==> src/rtl/mp_uart_rx_pkg.sv <==
package mp_uart_rx_pkg;

    typedef enum logic [1:0] {
        ST_IDLE  = 2'd0,
        ST_START = 2'd1,
        ST_BITS  = 2'd2
    } rx_state_e;

    // Trailing part of a finished frame: ninth bit and sampled stop level.
    typedef struct packed {
        logic addr_mark;
        logic stop_ok;
    } rx_tail_t;

    function automatic logic vote3(input logic [2:0] s);
        return (s[0] & s[1]) | (s[0] & s[2]) | (s[1] & s[2]);
    endfunction

endpackage

==> src/rtl/mp_uart_rx_sampler.sv <==
module mp_uart_rx_sampler #(
    parameter int SYNC_STAGES = 2,
    parameter int VOTE_DEPTH  = 3
) (
    input  logic clk,
    input  logic rst,
    input  logic rx_in,
    input  logic tick,
    output logic line_s,
    output logic vote
);
    import mp_uart_rx_pkg::*;

    logic [SYNC_STAGES-1:0] sync_q;
    logic [VOTE_DEPTH-1:0]  hist_q;

    // Metastability chain, idle high.
    always_ff @(posedge clk) begin
        if (rst) sync_q <= '1;
        else     sync_q <= {sync_q[SYNC_STAGES-2:0], rx_in};
    end

    assign line_s = sync_q[SYNC_STAGES-1];

    // Samples taken on oversample ticks only.
    always_ff @(posedge clk) begin
        if (rst)       hist_q <= '1;
        else if (tick) hist_q <= {hist_q[VOTE_DEPTH-2:0], line_s};
    end

    assign vote = vote3(hist_q[2:0]);

endmodule

==> src/rtl/mp_uart_rx_fsm.sv <==
module mp_uart_rx_fsm #(
    parameter int DATA_W = 8,
    parameter int OSR    = 16
) (
    input  logic                       clk,
    input  logic                       rst,
    input  logic                       rx_en,
    input  logic                       tick,
    input  logic                       line_s,
    input  logic                       vote,
    output logic                       frm_done,
    output logic [DATA_W-1:0]          frm_data,
    output mp_uart_rx_pkg::rx_tail_t   frm_tail,
    output logic                       busy
);
    import mp_uart_rx_pkg::*;

    localparam int PH_W  = $clog2(OSR);
    localparam int IDX_W = $clog2(DATA_W + 2);
    localparam logic [PH_W-1:0]  MID_P    = PH_W'(OSR / 2 - 1);
    localparam logic [PH_W-1:0]  VOTE_P   = PH_W'(OSR / 2);
    localparam logic [PH_W-1:0]  LAST_P   = PH_W'(OSR - 1);
    localparam logic [IDX_W-1:0] STOP_IDX = IDX_W'(DATA_W + 1);

    rx_state_e         state_q;
    logic [PH_W-1:0]   phase_q;
    logic [IDX_W-1:0]  bitno_q;
    logic [DATA_W:0]   shreg_q;
    rx_tail_t          tail_q;
    logic              done_q;
    logic [PH_W-1:0]   phase_inc;

    assign phase_inc = (phase_q == LAST_P) ? '0 : phase_q + 1'b1;

    always_ff @(posedge clk) begin
        if (rst) begin
            state_q <= ST_IDLE;
            phase_q <= '0;
            bitno_q <= '0;
            shreg_q <= '0;
            tail_q  <= '0;
            done_q  <= 1'b0;
        end else begin
            done_q <= 1'b0;
            if (!rx_en) begin
                state_q <= ST_IDLE;
                phase_q <= '0;
            end else if (tick) begin
                unique case (state_q)
                    ST_IDLE: begin
                        if (!line_s) begin
                            state_q <= ST_START;
                            phase_q <= PH_W'(1);
                        end
                    end
                    ST_START: begin
                        phase_q <= phase_inc;
                        if (phase_q == MID_P && line_s) begin
                            state_q <= ST_IDLE;
                            phase_q <= '0;
                        end else if (phase_q == LAST_P) begin
                            state_q <= ST_BITS;
                            bitno_q <= '0;
                        end
                    end
                    ST_BITS: begin
                        phase_q <= phase_inc;
                        if (phase_q == VOTE_P) begin
                            if (bitno_q == STOP_IDX) begin
                                tail_q.addr_mark <= shreg_q[DATA_W];
                                tail_q.stop_ok   <= vote;
                                done_q           <= 1'b1;
                                state_q          <= ST_IDLE;
                                phase_q          <= '0;
                            end else begin
                                shreg_q <= {vote, shreg_q[DATA_W:1]};
                            end
                        end
                        if (phase_q == LAST_P) bitno_q <= bitno_q + 1'b1;
                    end
                    default: state_q <= ST_IDLE;
                endcase
            end
        end
    end

    assign frm_done = done_q;
    assign frm_data = shreg_q[DATA_W-1:0];
    assign frm_tail = tail_q;
    assign busy     = (state_q != ST_IDLE);

endmodule

==> src/rtl/mp_uart_rx_result.sv <==
module mp_uart_rx_result #(
    parameter int DATA_W = 8
) (
    input  logic                     clk,
    input  logic                     rst,
    input  logic                     frm_done,
    input  logic [DATA_W-1:0]        frm_data,
    input  mp_uart_rx_pkg::rx_tail_t frm_tail,
    input  logic                     filt_en,
    input  logic                     flag_clr,
    output logic                     take,
    output logic [DATA_W-1:0]        rx_byte,
    output logic                     rx_bit9,
    output logic                     frame_err,
    output logic                     rx_done
);
    import mp_uart_rx_pkg::*;

    logic qualifies;
    logic room;

    assign qualifies = filt_en ? (frm_tail.addr_mark & frm_tail.stop_ok) : 1'b1;
    assign room      = ~rx_done | flag_clr;
    assign take      = frm_done & qualifies & room;

    always_ff @(posedge clk) begin
        if (rst) begin
            rx_byte   <= '0;
            rx_bit9   <= 1'b0;
            frame_err <= 1'b0;
            rx_done   <= 1'b0;
        end else begin
            rx_done <= (rx_done & ~flag_clr) | take;
            if (take) begin
                rx_byte   <= frm_data;
                rx_bit9   <= frm_tail.addr_mark;
                frame_err <= ~frm_tail.stop_ok;
            end
        end
    end

endmodule

==> src/rtl/mp_uart_rx.sv <==
module mp_uart_rx #(
    parameter int DATA_W      = 8,
    parameter int OSR         = 16,
    parameter int SYNC_STAGES = 2
) (
    input  logic              clk,
    input  logic              rst,
    input  logic              rx_line,
    input  logic              rx_en,
    input  logic              addr_filt_en,
    input  logic              os_tick,
    input  logic              flag_clr,
    output logic [DATA_W-1:0] rx_byte,
    output logic              rx_bit9,
    output logic              rx_done,
    output logic              frame_err
);
    import mp_uart_rx_pkg::*;

    logic              line_s;
    logic              vote;
    logic              frm_done;
    logic [DATA_W-1:0] frm_data;
    rx_tail_t          frm_tail;
    logic              busy;
    logic              take;

    mp_uart_rx_sampler #(.SYNC_STAGES(SYNC_STAGES), .VOTE_DEPTH(3)) u_smp (
        .clk(clk), .rst(rst), .rx_in(rx_line), .tick(os_tick),
        .line_s(line_s), .vote(vote)
    );

    mp_uart_rx_fsm #(.DATA_W(DATA_W), .OSR(OSR)) u_fsm (
        .clk(clk), .rst(rst), .rx_en(rx_en), .tick(os_tick),
        .line_s(line_s), .vote(vote), .frm_done(frm_done),
        .frm_data(frm_data), .frm_tail(frm_tail), .busy(busy)
    );

    mp_uart_rx_result #(.DATA_W(DATA_W)) u_res (
        .clk(clk), .rst(rst), .frm_done(frm_done), .frm_data(frm_data),
        .frm_tail(frm_tail), .filt_en(addr_filt_en), .flag_clr(flag_clr),
        .take(take), .rx_byte(rx_byte), .rx_bit9(rx_bit9),
        .frame_err(frame_err), .rx_done(rx_done)
    );

endmodule

==> config.mk <==
export PLATFORM = sky130hd
export DESIGN_NAME = mp_uart_rx
export DESIGN_NICKNAME = d
export VERILOG_FILES = /design/src/rtl/mp_uart_rx_pkg.sv /design/src/rtl/mp_uart_rx_sampler.sv /design/src/rtl/mp_uart_rx_fsm.sv /design/src/rtl/mp_uart_rx_result.sv /design/src/rtl/mp_uart_rx.sv
export SDC_FILE = /design/constraint.sdc
export NUM_CORES = 1
export LEC_CHECK = 0
export BUFFER_PORTS_ARGS = -buffer_cell sky130_fd_sc_hd__buf_2
export CORE_MARGIN = 2
export CORE_UTILIZATION = 51
export CTS_CLUSTER_SIZE = 14
export DETAILED_ROUTE_END_ITERATION = 10
export PLACE_DENSITY = 0.84
export SYNTH_ARGS = -nofsm -noshare
export SYNTH_HDL_FRONTEND = slang
export SYNTH_SLANG_ARGS = --single-unit
export TNS_END_PERCENT = 30
==> constraint.sdc <==
create_clock -name clk -period 1.7 [get_ports clk]
set_input_delay 0.34 -clock clk [delete_from_list [all_inputs] [get_ports clk]]
set_output_delay 0.34 -clock clk [all_outputs]
set_load 0.01 [all_outputs]
# Word-level counts from Yosys, hierarchy flattened
# Cells that the tools add are included.
classes:
  n_addsub: 2
  eq_ne: 13
  muxes: 18
  bitwise: 19
  reduce_logical: 11
ops:
  columns: ["op", "count"]
  rows:
  - ["$mux 4", 8]
  - ["$reduce_and 5->1", 3]
  - ["$eq 4x4->1 const B", 3]
  - ["$pmux 4 s3", 1]
  - ["$mux 2", 5]
  - ["$add 4x1->4 const B", 2]
  - ["$ne 2x1->1 const B", 4]
  - ["$not 1->1", 8]
  - ["$pmux 4 s2", 1]
  - ["$and 1x1->1", 7]
  - ["$pmux 2 s3", 1]
  - ["$reduce_and 6->1", 1]
  - ["$reduce_or 5->1", 1]
  - ["$eq 4x3->1 const B", 1]
  - ["$ne 2x2->1 const B", 2]
  - ["$or 1x1->1", 4]
  - ["$ne 3x1->1 const B", 1]
  - ["$reduce_and 3->1", 1]
  - ["$reduce_bool 3->1", 1]
  - ["$eq 2x1->1 const B", 1]
  - ["$eq 2x2->1 const B", 1]
  - ["$logic_not 2->1", 1]
  - ["$mux 1", 2]
  - ["$reduce_bool 2->1", 1]
  - ["2 further kinds", 2]
word_totals:
  register_bits: 38

# Depth between registers and ports, before layout
# Gate-level depths: netlist of run 1.
depth:
  depth_word: 5
  mapped_depth: 8
  ltp_nobuf: 7

# Hierarchy
# Synthesis of run 1 repeated with hierarchy kept, for this count alone.
unflattened:
  hier_cells: 195
  hier_area_um2: 1904.3
modules_own_cells:
  columns: ["module", "instances", "cells_each", "area_per_inst_um2", "seq_area_each_um2"]
  rows:
  - ["mp_uart_rx_fsm", 1, 131, 1221.2, 440.4]
  - ["mp_uart_rx_result", 1, 50, 515.5, 220.2]
  - ["mp_uart_rx_sampler", 1, 14, 167.7, 100.1]

# Worst setup path before layout of run 1
# OpenSTA, ideal clock, no wires.
synth_path:
  path_type: "reg2reg"
  start: "reg u_fsm.state_q[0]"
  end: "reg u_fsm.shreg_q[0]"
  setup_time_ps: 128
  arrival_time_ps: 1583
  required_ps: 1572
  slack_ps: -10
  path_stages_with_launch: 9
  period_less_slack_ps: 1710
  cell_sequence: "dfxtp_1 inv_1 ha_1 nand3_1 or3_1 nor2b_2 buf_6 mux2i_1 nor2_1"
synth_via:
  elab_chain_cells: 2
synth_rtl:
  columns: ["element", "line", "source"]
  rows:
  - ["start, declared", "mp_uart_rx_fsm.sv:25", "rx_state_e state_q;"]
  - ["start signal, assigned", "mp_uart_rx_fsm.sv:37", "state_q <= ST_IDLE;"]
  - ["start signal, assigned", "mp_uart_rx_fsm.sv:46", "state_q <= ST_IDLE;"]
  - ["start signal, assigned", "mp_uart_rx_fsm.sv:52", "state_q <= ST_START;"]
  - ["$eq 2x2->1", "mp_uart_rx_fsm.sv:49", "unique case (state_q)"]
  - ["$reduce_and 5->1 (no source line)", null, null]
  - ["end signal, assigned", "mp_uart_rx_fsm.sv:76", "shreg_q <= {vote, shreg_q[DATA_W:1]};"]
  - ["end, declared", "mp_uart_rx_fsm.sv:28", "logic [DATA_W:0] shreg_q;"]
# Every way passes these cells.
# A chain may end at the register's enable or synchronous reset.

# Final worst setup path of run 1
layout_path:
  start: "reg u_fsm.state_q[0]"
  end: "reg u_fsm.shreg_q[1]"
# The elaborated chain is that of the path after synthesis.

==> impl.org, run 1 <==
** Logic synthesis
- Cell type with the highest aggregate area in the netlist :: sky130_fd_sc_hd__dfxtp_1
- In the synthesized netlist the dominant register cell turns out to be sky130_fd_sc_hd__dfxtp_1.
- The synthesized design contains 38 register bits.
- Summing the areas of all compound-gate instances in the mapped netlist gives under 10% of the synthesized area.
- Adder and majority gate portion of the synthesized area :: about 7.3%
- Sequential elements use 45.58% of the synthesized area.
- In the synthesized netlist, mux cells make up 12.59% of the area.
- Portion of synthesized cell area occupied by the leading cell type :: roughly 46%
- In the synthesized netlist, the number of instances is roughly 180.
- Synthesis produced a netlist with a net count of 194.
- After synthesis, the largest family of logic cells by area is simple AND/OR/NAND/NOR gates.
- Post-synthesis average cell area :: about 9.4 um^2
- The commonest cells after synthesis are sky130_fd_sc_hd__dfxtp_1, sky130_fd_sc_hd__nor2_1, sky130_fd_sc_hd__mux2i_1, sky130_fd_sc_hd__nand2_1.
- Xor/xnor share of the synthesized area :: 0%
- The most common cell in the synthesized netlist is sky130_fd_sc_hd__dfxtp_1.
- Combined area of all synthesized cells :: roughly 1700 um^2
- Ys async rst share :: 0%
- Unique masters post-synth :: 35
- In the post-synthesis netlist, the biggest area contributors are sky130_fd_sc_hd__dfxtp_1, sky130_fd_sc_hd__mux2i_1, sky130_fd_sc_hd__nor2_1.
- Number of enable-type register cells in the synthesized netlist :: 0
- Syn. warnings :: 0
- Post-synthesis simple-gate area fraction :: about 22%

** CTS
- Clock-pin slew was measured on the worst setup and hold paths at approximately 0.11 ns.
- Count of H-tree levels built during CTS :: 2
- Number of sinks driven by the clock tree :: 38
- Clock latency on the worst-skew pair, taken at its later pin, is ~0.34 ns.
- Clock root buffer :: sky130_fd_sc_hd__clkbuf_4
- The clock passes through at most 2 buffers.
- CTS tree :: built
- Clock tree synthesis inserted a total of 5 buffers.

** Route
- The routed layout has approximately 1400 vias.
- In this run, the number of DRC markers left after iteration 0 of detailed routing was 35.
- After detailed routing, the total wire length is between 3000 and 4000 um.
- Average wire per cell in the routed design :: about 13 um
- The count of nets left with antenna violations once routing finished came out at 0.
- The first detailed-routing pass took 4 iterations.
- DRC violations left :: 0
- Dividing the detail-routed via count by the number of cells gives roughly 5.3.

** Worst setup path
- Critical Path Start Type :: flip-flop
- Family with the most delay on the worst path :: simple AND/OR/NAND/NOR gates
- Buffering stage count on the worst path with inverters included :: 2
- The worst setup path is captured at a flip-flop.
- R2R setup slack :: -0.01 ns
- The critical path goes through inv_2 -> ha_4 -> nand3_2 -> or3_4 -> nor2b_4 -> clkbuf_16 -> mux2i_1 -> nor2_1.
- On the worst path, the slowest cell contributes a delay of just under 0.4 ns.
- Type of the setup path with the least slack :: reg -> reg
- Data on the critical path is required at its endpoint by between 1.5 and 2 ns.
- The largest individual stage delay along the critical path comes from the cell sky130_fd_sc_hd__or3_4.
- Data on the critical path arrives at its endpoint at slightly below 2 ns.
- Of all nets on the critical path, the largest fanout is 4.

** Global route
- GR Overflow Total :: 0
- Number of global-route vias before repair :: around 1300
- The number of antenna violations at the first check in global routing came to 0.
- The first global-routing pass estimated 5423 um of wire.
- Total global-route track usage :: 19.89%
- Entering global routing, the biggest net connects 34 pins.

** Placed design
- Place WS :: -0.03107 ns
- Number of buffers added on ports :: 17
- Counting tap cells, the placed design contains a total of between 200 and 250 instances.
- Placer Congestion :: between 0.7 and 0.8
- Detailed placement finished with a half-perimeter wire length of approximately 2300 um.

** Flow run
- Max-Cap Viols :: 0

** Final layout
- Sequential Area :: approximately 770 um^2
- Counting the fill cells in the layout gives about 230.
- Final Instance Count excl. Fillers :: 259
- In the final design database the tool counted 231 nets.
- Compared with the post-synthesis result, the final layout area differs by 22.86%.
- In the final layout, the multi-input gates occupy roughly 890 um^2.
- In the final layout, the share of cells above drive strength 1 is between 20% and 30%.
- The number of antenna diodes in the final layout is 0.

** Power and ir drop
- For this design the static power due to leakage is 0.0009010 uW.
- Across the VDD grid, the largest voltage drop is roughly 0.00063 V.
- In this run the power density over the cells is 682.8 nW/um^2.

** STA
- Setup violations remaining at the end of the flow were counted as 1.
- Pins Over Slew Limit :: 0
- The tightest hold path in the finished design has a slack of ~0.18 ns.
- Timing would allow up to 0.5843 GHz.
- For the finished layout, the period the worst path requires is between 1.5 and 2 ns.
- Worst Skew :: 0.009914 ns
- After routing, the total negative slack on setup checks comes to -0.01151 ns.
- At the pin with the least slew margin, the transition time is approximately 0.33 ns.
- The final critical path takes up 100.7% of the cycle.
- Worst relative slew slack :: a little under 80%
- Setup repair after global routing could not meet its margin everywhere.
- Across all setup checks in the final design, the least slack found is -0.01151 ns.
- The total count of hold-check failures in the final report is 0.

** Floorplanning
- Standard-cell rows :: 20
- The floorplan step defined a die boundary enclosing around 3700 um^2.
- From left edge to right edge, the die measures about 60 um.
- Number of top-level pins :: 18
- The core region is about 3100 um^2.
- Measured along the y axis, the die boundary spans a little over 60 um.
- Starting utilization of the core area :: 54.23%

** Worst hold path
- Hold WC Path Type :: in -> reg

** Outcome
- Violated checks :: negative setup slack
- Status :: complete, but fails checks
[cell families after synthesis]
group	Yosys count
adder cells (fa/ha/maj)	10
multiplexers	21
AO/OA/AOI/OAI	22
buffers and inverters	13
flip-flops	38
AND/OR/NAND/NOR	74
[cell usage in the layout (no fill, tap or decap), drive strengths merged, types with 2 or more instances in the layout]
cell type / instances
dfxtp: 38
buf: 37
nor2: 32
mux2i: 21
nand2: 10
a21oi: 9
ha: 9
nor2b: 6
clkbuf: 6
nor3: 5
inv: 5
nand3: 4
nand4b: 3
a211o: 3
nand3b: 2
nand2b: 2
o2111ai: 2
or2: 2
o21ai: 2
clkinv: 2
or3: 2
and3: 2
[worst paths after layout]
| check | end | start | cells past startpoint |
|---|---|---|---|
| worst max-delay path | u_fsm.shreg_q[1]$_SDFFE_PP0P_ | u_fsm.state_q[0]$_SDFFE_PP0P_ | 8 |
| worst min-delay path | u_smp.sync_q[0]$_SDFF_PP1_ | rx_line | 2 |
| worst max register to register | u_fsm.shreg_q[1]$_SDFFE_PP0P_ | u_fsm.state_q[0]$_SDFFE_PP0P_ | 8 |
| worst min register to register | u_smp.sync_q[1]$_SDFF_PP1_ | u_smp.sync_q[0]$_SDFF_PP1_ | 1 |
[power by group]
group | leakage, uW | total, uW | switching [uW] | internal (uW)
combinational | 0.000561 | 65.6 | 36.9 | 28.7
sequential | 0.000309 | 901 | 5.12 | 896
clock | 0.0000308 | 434 | 285 | 149
total | 0.000901 | 1400 | 327 | 1070
[cell type report]
type                            count  share of cell area, %
Timing Repair Buffer               38                  13.30
Inverter                            5                 0.9152
Tap cell                           44                  2.685
Clock buffer                        5                  1.830
Clock inverter                      2                 0.4881
Multi-Input combinational cell    127                  43.38
Sequential cell                    38                  37.40
[metrics by stage]
stage	power, uW	util, %	instance area, um^2
final	1400	66.63	2051
after detailed placement	982.2	62.03	1909
after CTS	1411	64.23	1977
after global routing	1462	66.63	2051
after floorplan	958.5	-	1672
after global placement	980.3	62.03	1909
[flip-flops by register name, indices dropped and copies added, names as in the netlist, 2 cells and up]
register,cells
u_fsm.phase_q,4
u_fsm.state_q,2
u_smp.sync_q,2
u_res.rx_byte,8
u_fsm.frm_tail,2
u_fsm.bitno_q,4
u_fsm.shreg_q,9
u_smp.hist_q,3
[layer usage]
metal	part of all wire [%]	wire, um	GRT usage (%)
met4	1.9	67	10.56
met2	48	1658	31.76
met5	0	0	0
met1	47	1629	25.07
met3	2.6	91	4.412
[timing repair]
action / 4_1_cts / 5_1_grt
setup endpoints to repair: 10 / 18
hold buffers: 0 / 0
pin swaps: 1 / 5
setup buffers: 1 / 2
endpoints found under the hold margin: 0 / 0
cloned: 0 / 1
resized for setup: 4 / 11
No activity file was read; power rests on OpenSTA's default activity.
==> run 2: changes to the inputs <==
--- a/config.mk
+++ b/config.mk
@@ -5,12 +5,14 @@
 export SDC_FILE = /design/constraint.sdc
 export NUM_CORES = 1
 export LEC_CHECK = 0
-export BUFFER_PORTS_ARGS = -buffer_cell sky130_fd_sc_hd__buf_2
+export ABC_AREA = 1
 export CORE_MARGIN = 2
-export CORE_UTILIZATION = 51
+export CORE_UTILIZATION = 52
 export CTS_CLUSTER_SIZE = 14
 export DETAILED_ROUTE_END_ITERATION = 10
-export PLACE_DENSITY = 0.84
+export DONT_BUFFER_PORTS = 1
+export PLACE_DENSITY = 0.8
+export SLEW_MARGIN = 40
 export SYNTH_ARGS = -nofsm -noshare
 export SYNTH_HDL_FRONTEND = slang
 export SYNTH_SLANG_ARGS = --single-unit
==> run 2 against run 1 <==
  * The flow now finishes without violations
  * Die area up 4.9%
  * Clock power up 12%
  * Fmax grew 12%
  * Via count increased by 0.37%
  * Combinational power shrank 2%
  * Wire length fell by 16%
  * Worst setup slack gained 0.19 ns
  * Worst hold slack got worse by 0.13 ns
  * Core utilization decreased by 9.2 points
  * Critical path type unchanged
  * Highest routed layer unchanged
==> impl.org, run 2 <==
** Outcome
- Status :: finished clean (was complete, but fails checks)

** Final layout
- Final Instance Count excl. Fillers :: 281 (was 259)
- The area added between synthesis and finish was 6.219% (was 22.86%).
- Fraction of final layout cells sized beyond drive strength 1 :: 11.91% (was 28.84%)
- Largest register by flop count :: u_fsm.shreg_q (unchanged)
- The number of flip-flops in the largest register is 9 (unchanged).
- Fin nets :: 250 (was 231)
- The number of diodes came to 0 (unchanged).
- Biggest regs: u_fsm.shreg_q (9), u_res.rx_byte (8) (unchanged).
- Final standard cell utilization of the core :: 57.45% (was 66.63%)
- The most common library cell in the layout ignoring fill and taps is sky130_fd_sc_hd__inv_1 (was sky130_fd_sc_hd__dfxtp_1).
- Most frequent cells in the layout: sky130_fd_sc_hd__inv_1, sky130_fd_sc_hd__dfxtp_1, sky130_fd_sc_hd__nand2_1 (was sky130_fd_sc_hd__dfxtp_1, sky130_fd_sc_hd__nor2_1, sky130_fd_sc_hd__mux2i_1).

** Worst setup path
- Cell type of the slowest stage on the worst timing path :: sky130_fd_sc_hd__dfxtp_1 (was sky130_fd_sc_hd__or3_4)
- Buffering stage count on the worst path with inverters included :: 2 (unchanged)
- The register-to-register setup slack was 0.17 ns (was -0.01 ns).
- Endpoint class of the critical path :: flip-flop (unchanged)
- Family with the most delay on the worst path :: flip-flops (was simple AND/OR/NAND/NOR gates)
- The highest net fanout along the worst path came to 18 (was 4).
- Required time at the worst-slack endpoint :: 1.99 ns (was 1.93 ns)
- Startpoint of the lowest-slack register-to-register path :: u_fsm.state_q[0]$_SDFFE_PP0P_ (unchanged)
- End of the worst register-to-register path :: u_fsm.shreg_q[8]$_SDFFE_PP0P_ (was u_fsm.shreg_q[1]$_SDFFE_PP0P_)
- Critical Path Max Stage Delay :: 0.36 ns (was 0.39 ns)
- Critical path, cell by cell :: inv_1 -> ha_2 -> inv_2 -> nor2_4 -> nand3_4 -> a21oi_1 -> o21a_1 (was inv_2 -> ha_4 -> nand3_2 -> or3_4 -> nor2b_4 -> clkbuf_16 -> mux2i_1 -> nor2_1)
- The critical path class is reg -> reg (unchanged).
- The instance count on the critical path is 7 (was 8).
- The data arrival time of the worst path is 1.82 ns (was 1.94 ns).
- Worst R2R Path Depth :: 7 (was 8)
- Critical Path Start Type :: flip-flop (unchanged)
- Worst setup path startpoint :: u_fsm.state_q[0]$_SDFFE_PP0P_ (unchanged)

** Floorplanning
- Die Width :: 62.68 um (was 61.21 um)
- The core footprint was 3311 um^2 (was 3078 um^2).
- Starting utilization of the core area :: 54.08% (was 54.23%)
- The y dimension of the die is 62.68 um (was 61.21 um).
- The floorplan die area is 3929 um^2 (was 3746 um^2).
- The number of placement rows is 21 (was 20).
- Number of top-level pins :: 18 (unchanged)

** CTS
- Number of sinks driven by the clock tree :: 38 (unchanged)
- CTS tree :: built (unchanged)
- Clock root buffer :: sky130_fd_sc_hd__clkbuf_4 (unchanged)
- Total of hold buffers inserted after clock tree synthesis :: 0 (unchanged)
- The number of H-tree levels was 2 (unchanged).
- The clock buffer count from CTS was 5 (unchanged).
- Clock slew at reported path FFs :: 0.11 ns (about the same)
- The worst-skew pair later-pin latency is 0.34 ns (about the same).
- Longest Clk Path Bufs :: 2 (unchanged)

** Route
- The total detailed-routing wirelength is 2887 um (was 3447 um).
- Average wire per cell in the routed design :: 10.27 um (was 13.31 um)
- The remaining design rule violation count was 0 (unchanged).
- Vias/cell :: 4.883 (was 5.278)
- The initial detailed-routing violation count is 73 (was 35).
- The remaining antenna violation count after routing was 0 (unchanged).
- Vias :: 1372 (was 1367)
- The length of the first detailed-routing pass in iterations was 4 (unchanged).

** Logic synthesis
- The number of cells produced by synthesis came to 231 (was 178).
- The post-synthesis instance area is 1790 um^2 (was 1669 um^2).
- The number of register bits inferred by synthesis is 38 (unchanged).
- Leading post-synthesis cells by instance count: sky130_fd_sc_hd__inv_1, sky130_fd_sc_hd__dfxtp_1, sky130_fd_sc_hd__nand2_1, sky130_fd_sc_hd__nor2_1, sky130_fd_sc_hd__a21oi_1 (was sky130_fd_sc_hd__dfxtp_1, sky130_fd_sc_hd__nor2_1, sky130_fd_sc_hd__mux2i_1, sky130_fd_sc_hd__nand2_1).
- Biggest area contributors in the synthesized netlist: sky130_fd_sc_hd__dfxtp_1, sky130_fd_sc_hd__inv_1, sky130_fd_sc_hd__nand2_1 (was sky130_fd_sc_hd__dfxtp_1, sky130_fd_sc_hd__mux2i_1, sky130_fd_sc_hd__nor2_1).
- Predominant post-synthesis flop cell :: sky130_fd_sc_hd__dfxtp_1 (unchanged)
- Ys async rst share :: 0% (unchanged)
- The sequential share of the synthesized area came to 42.49% (was 45.58%).
- The dominant cell by count in the synthesized netlist was sky130_fd_sc_hd__inv_1 (was sky130_fd_sc_hd__dfxtp_1).
- The number of warnings reported in the yosys synthesis log came to 0 (unchanged).
- Unique masters post-synth :: 22 (was 35)
- Number of enable-type register cells in the synthesized netlist :: 0 (unchanged)
- Cell type with the highest aggregate area in the netlist :: sky130_fd_sc_hd__dfxtp_1 (unchanged)
- Portion of synthesized cell area occupied by the leading cell type :: 42.49% (was 45.58%)
- Post-synthesis average cell area :: 7.751 um^2 (was 9.377 um^2)
- The number of nets produced by synthesis is 247 (was 194).

** Worst hold path
- The instance count along the most critical hold path was 1 (was 2).
- Launch point of the worst hold path :: rst (was rx_line)
- The worst hold-check path type is in -> reg (unchanged).
- Worst Hold Path EP :: u_fsm.shreg_q[5]$_SDFFE_PP0P_ (was u_smp.sync_q[0]$_SDFF_PP1_)

** Power and ir drop
- Ratio of total power to cell area :: 765.4 nW/um^2 (was 682.8 nW/um^2)
- The static leakage was 0.0007470 uW (was 0.0009010 uW).
- Worst-case vdd ir drop :: 0.0004090 V (was 0.0006298 V)
- The sum of internal, switching and leakage power was 1456 uW (was 1400 uW).

** STA
- The clock period minus final worst setup slack is 1.526 ns (was 1.712 ns).
- The actual slew at the worst max-slew pin was 0.4104 ns (was 0.3312 ns).
- The max-slew violation count is 0 (unchanged).
- The post-route clock period utilization came to 89.79% (was 100.7%).
- Worst Skew :: 0.007124 ns (was 0.009914 ns)
- Peak Freq :: 0.6551 GHz (was 0.5843 GHz)
- RSZ-0062 raised after global routing: false (was true).
- The number of setup violations in the final report is 0 (was 1).
- Post-route setup TNS :: 0 ns (was -0.01151 ns)
- Hold violation total from the final report :: 0 (unchanged)
- The worst-case headroom to the max-slew limit came to 72.61% (was 77.92%).

** Global route
- Total global-route track usage :: 16.91% (was 19.89%)
- Largest net degree at the start of global routing :: 21 (was 34)
- The total global routing overflow came to 0 (unchanged).
- Antenna violations before repair :: 0 (unchanged)
- Wire length of the first global-routing pass :: 5306 um (was 5423 um)
- Number of global-route vias before repair :: 1299 (was 1290)

** Placed design
- The number of I/O port buffers came to 0 (was 17).
- Cells after DPL :: 273 (was 248)
- The final RePlAce weighted congestion is 0.9242 (was 0.7894).
- Detail Placement HPWL :: 2160 um (was 2341 um)

** Flow run
- Max-Cap Viols :: 0 (unchanged)
## run 2: cell count changes after synthesis, moves of 4 or more
cell and change:
sky130_fd_sc_hd__a211oi_2 +8, sky130_fd_sc_hd__nor2_1 -4, sky130_fd_sc_hd__nor2b_1 -5, sky130_fd_sc_hd__nand2_1 +23, sky130_fd_sc_hd__nand3_1 +9, sky130_fd_sc_hd__mux2i_1 -21
sky130_fd_sc_hd__inv_1 +38, sky130_fd_sc_hd__o21ai_0 +16, sky130_fd_sc_hd__a21oi_1 +10
## run 2: worst max path at each step
stage                                          endpoint  slack [ns]
after detailed placement  u_fsm.phase_q[1]$_SDFFE_PP0P_        0.10
after floorplan           u_fsm.shreg_q[8]$_SDFFE_PP0P_        0.26
after global routing      u_fsm.shreg_q[4]$_SDFFE_PP0P_        0.01
final                     u_fsm.shreg_q[8]$_SDFFE_PP0P_        0.17
after global placement    u_fsm.phase_q[1]$_SDFFE_PP0P_        0.07
after CTS                 u_fsm.phase_q[1]$_SDFFE_PP0P_        0.07
## run 2: power by group
group          internal (uW)  total, uW  switching [uW]
Clock                    201        486             285
Combinational           23.0       64.4            41.5
Sequential               899        906            6.51
Total                   1120       1460             333
## run 2: kinds of logic (layout without fill, tap and decap cells)
| group | Yosys count | count (layout) | share of synthesized area, % |
|---|---|---|---|
| simple gates | 83 | 83 | 21.24 |
| buf+inv | 49 | 53 | 10.69 |
| compound gates | 48 | 48 | 17.26 |
| flops | 38 | 38 | 42.49 |
| fa+ha+maj | 10 | 10 | 6.848 |
| xor+xnor | 3 | 3 | 1.468 |
## run 2: repair_timing
item | 4_1_cts | 5_1_grt
setup buffers | 0 | 0
gates resized for setup | 0 | 4
endpoints found under the setup margin | 0 | 14
hold endpoints to repair | 0 | 0
## run 2: routing by layer
metal	track usage [%]	vias to the layer above	routed length (um)
li1	-	730	-
met1	19.40	608	1369
met2	27.82	28	1298
met3	6.486	6	171
met4	7.778	0	48
met5	0	-	0
## run 2: final cells by class
cell class | count | area (um^2)
Multi-Input combinational cell | 144 | 850.8
Inverter | 44 | 165.2
Timing Repair Buffer | 1 | 7.507
Tap cell | 46 | 57.56
Clock buffer | 7 | 55.05
Clock inverter | 1 | 5.005
Fill cell | 311 | 1409
Sequential cell | 38 | 760.7
## run 2: per-stage QoR
stage,cell area [um^2],hold slack (ns),worst slack (ns)
6_report,1902,0.05396,0.1736
5_1_grt,1902,0.02808,0.01208
4_1_cts,1889,0.04153,0.07308
3_5_place_dp,1829,0.4022,0.1032
3_3_place_gp,1829,0.3914,0.06662
2_1_floorplan,1790,0.3895,0.2584
==> run 3: changes to the inputs <==
--- a/config.mk
+++ b/config.mk
@@ -11,7 +11,7 @@
 export CTS_CLUSTER_SIZE = 14
 export DETAILED_ROUTE_END_ITERATION = 10
 export DONT_BUFFER_PORTS = 1
-export PLACE_DENSITY = 0.8
+export PLACE_DENSITY = 0.77
 export SLEW_MARGIN = 40
 export SYNTH_ARGS = -nofsm -noshare
 export SYNTH_HDL_FRONTEND = slang
==> constraint.sdc (replaced) <==
create_clock -name clk -period 1.8 [get_ports clk]
set_input_delay 0.36 -clock clk [delete_from_list [all_inputs] [get_ports clk]]
set_output_delay 0.36 -clock clk [all_outputs]
set_load 0.01 [all_outputs]
==> run 3 against run 2 <==
  * Critical path depth up 1
  * Final area grew 2.0%
  * Wire length shrank 3.2%
  * Flip-flop and latch count unchanged
  * Sequential share of layout area decreased by 0.80 points
  * Die area unchanged
  * Count of clock-buffer cells in the layout down 1
  * Clock skew up 0.00085 ns
  * Total power increased by 14%
  * Via count down 1.6%
  * Largest cell class unchanged
==> impl.org, run 3 (same netlist as run 2, synthesis figures left out) <==
** Outcome
- Status: finished clean (unchanged).

** Final layout
- Most frequent standard cell in the layout excluding fill and tap cells :: sky130_fd_sc_hd__inv_1 (unchanged)
- Final standard cell utilization of the core :: 58.62% (was 57.45%)
- The summed area of non-filler cells in the final layout was 1941 um^2 (was 1902 um^2).
- Most frequent cells in the layout :: sky130_fd_sc_hd__inv_1, sky130_fd_sc_hd__dfxtp_1, sky130_fd_sc_hd__nand2_1 (unchanged)
- Biggest regs: u_fsm.shreg_q (9), u_res.rx_byte (8) (unchanged).
- Largest register by flop count :: u_fsm.shreg_q (unchanged)
- The fraction of layout cells with a size suffix above 1 was 11.06% (was 11.91%).
- The number of flip-flops in the largest register was 9 (unchanged).
- The area added between synthesis and finish came to 8.386% (was 6.219%).
- Fin nets :: 250 (unchanged)
- The number of diodes is 0 (unchanged).

** Power and ir drop
- The sequential share of power came to 51.4% (was 62.2%).
- The switching fraction of total power is 19.36% (was 22.87%).
- The static leakage was 0.0007703 uW (was 0.0007470 uW).
- The highest ir drop seen on vdd came to 0.0003272 V (was 0.0004090 V).
- Combinational power share :: 3.6% (was 4.4%)
- Internal Power :: 1341 uW (was 1123 uW)
- Ratio of total power to cell area :: 856.9 nW/um^2 (was 765.4 nW/um^2)
- The share of total power in the clock network was 45.0% (was 33.4%).
- The switching power summed over all nets is 321.9 uW (was 333.0 uW).

** CTS
- The clock tree root driver cell was sky130_fd_sc_hd__clkbuf_4 (unchanged).
- The maximum clock path buffer count came to 2 (unchanged).
- Setup bufs post-CTS :: 0 (unchanged)
- Later-pin clock latency in the skew report :: 0.34 ns (about the same)
- The clock buffer count from CTS came to 5 (unchanged).
- The number of cells upsized or downsized after cts is 0 (unchanged).
- The clock-pin slew on the worst setup and hold paths was 0.12 ns (was 0.11 ns).
- Total of hold buffers inserted after clock tree synthesis :: 0 (unchanged)
- The CTS tree was built (unchanged).
- The number of H-tree levels is 2 (unchanged).
- The count of clock tree sinks came to 38 (unchanged).

** STA
- Worst relative slew slack :: 72.26% (was 72.61%)
- The total count of hold-check failures in the final report came to 0 (unchanged).
- Post-route setup TNS :: 0 ns (unchanged)
- The post-route clock skew was 0.007971 ns (was 0.007124 ns).
- The clock period minus final worst setup slack came to 1.593 ns (was 1.526 ns).
- Hold_ws :: 0.07332 ns (was 0.05396 ns)
- RSZ-0062 raised after global routing :: false (unchanged)
- Worst slew pin tran :: 0.4157 ns (was 0.4104 ns)
- The number of setup violations in the final report is 0 (unchanged).
- The post-route clock period utilization was 88.51% (was 89.79%).
- The maximum clock frequency is 0.6277 GHz (was 0.6551 GHz).
- Pins Over Slew Limit :: 0 (unchanged)

** Floorplanning
- The floorplan die area came to 3929 um^2 (unchanged).
- The core footprint is 3311 um^2 (unchanged).
- Die height :: 62.68 um (unchanged)
- The number of placement rows is 21 (unchanged).
- The I/O pin count was 18 (unchanged).
- The starting density of the core came to 54.08% (unchanged).
- Die Width :: 62.68 um (unchanged)

** Route
- Antenna viol nets, final :: 0 (unchanged)
- The per-cell via count in the routed design is 4.804 (was 4.883).
- Final Routed Wirelength :: 2794 um (was 2887 um)
- The remaining design rule violation count is 0 (unchanged).
- The initial detailed-routing violation count came to 54 (was 73).
- The length of the first detailed-routing pass in iterations was 4 (unchanged).
- Vias :: 1350 (was 1372)
- The routed wirelength normalized by instance count was 9.943 um (was 10.27 um).

** Worst setup path
- Type of the setup path with the least slack :: reg -> reg (unchanged)
- The delay of the slowest cell on the worst path is 0.39 ns (was 0.36 ns).
- Worst R2R Path Depth :: 8 (was 7)
- Critical Path Start Type :: flip-flop (unchanged)
- The critical path endpoint category was a flip-flop (unchanged).
- The critical path data required time is 2.03 ns (was 1.99 ns).
- Critical path, cell by cell: inv_1 -> ha_1 -> nand2_1 -> nand2_1 -> nor2_1 -> o21ai_0 -> nand2_1 -> a21oi_1 (was inv_1 -> ha_2 -> inv_2 -> nor2_4 -> nand3_4 -> a21oi_1 -> o21a_1).
- The data arrival time of the worst path is 1.83 ns (was 1.82 ns).
- The critical path's slowest cell is sky130_fd_sc_hd__dfxtp_1 (unchanged).
- The highest net fanout along the worst path is 7 (was 18).
- Most used cell along the critical path :: sky130_fd_sc_hd__nand2_1

** Placed design
- The half-perimeter wire length after detailed placement is 2110 um (was 2160 um).
- Placer Congestion :: 0.8893 (was 0.9242)
- Number of buffers added on ports :: 0 (unchanged)
- Placed cell areas :: 1829 um^2 (unchanged)

** Global route
- The global routing usage summed across all routing layers came to 15.87% (was 16.91%).
- The total global routing overflow is 0 (unchanged).
- Number of global-route vias before repair :: 1259 (was 1299)
- The pin count of the biggest net entering global routing is 21 (unchanged).
- Wire length of the first global-routing pass :: 5057 um (was 5306 um)
- Antenna violations before repair :: 0 (unchanged)

** Worst hold path
- The worst hold-check path type is in -> reg (unchanged).
- Instance count along the most critical hold path :: 1 (unchanged)

** Flow run
- Max-Cap Viols :: 0 (unchanged)
## run 3: critical path, delay by kind of cell, from the launching register on
kind	cells	cell delay, ns
flops	1	0.39
fa+ha+maj	1	0.21
compound gates	2	0.22
buf+inv	1	0.09
simple gates	4	0.59
## run 3: power by group through the flow
stage	sequential, uW	clock (uW)	combinational [uW]
2_1_floorplan	873	0	53.7
3_3_place_gp	875	0	59.3
3_5_place_dp	874	0	60.2
4_1_cts	856	765	60.4
5_1_grt	857	804	70.3
6_report	855	748	59.9
## run 3: worst paths after layout
check | slack, ns | startpoint | to
setup / recovery | 0.21 | u_fsm.state_q[0]$_SDFFE_PP0P_ | u_fsm.phase_q[1]$_SDFFE_PP0P_
hold / removal | 0.07 | rst | u_fsm.shreg_q[5]$_SDFFE_PP0P_
setup reg to reg | 0.21 | u_fsm.state_q[0]$_SDFFE_PP0P_ | u_fsm.phase_q[1]$_SDFFE_PP0P_
hold reg to reg | 0.43 | u_smp.sync_q[0]$_SDFF_PP1_ | u_smp.sync_q[1]$_SDFF_PP1_
## run 3: stage by stage
| stage | std cells | total power [uW] | setup WS (ns) |
|---|---|---|---|
| 3_5_place_dp | 273 | 934.5 | 0.2082 |
| 6_report | 281 | 1663 | 0.2068 |
| 2_1_floorplan | 231 | 926.7 | 0.3584 |
| 3_3_place_gp | 273 | 933.8 | 0.1635 |
| 5_1_grt | 281 | 1732 | 0.04588 |
| 4_1_cts | 281 | 1681 | 0.1890 |
## run 3: metal layers
| metal | routed length, um | GRT usage [%] | vias to the layer above |
|---|---|---|---|
| met2 | 1312 | 27.28 | 27 |
| met5 | 0 | 0 | - |
| met4 | 31 | 5.556 | 0 |
| met1 | 1319 | 17.54 | 582 |
| li1 | - | - | 737 |
| met3 | 131 | 6.667 | 4 |
## run 3: final cells by class
class	instances	area, um^2
Sequential cell	38	760.7
Fill cell	313	1370
Clock buffer	6	51.30
Tap cell	46	57.56
Clock inverter	2	60.06
Inverter	44	165.2
Multi-Input combinational cell	144	838.3
Timing Repair Buffer	1	7.507
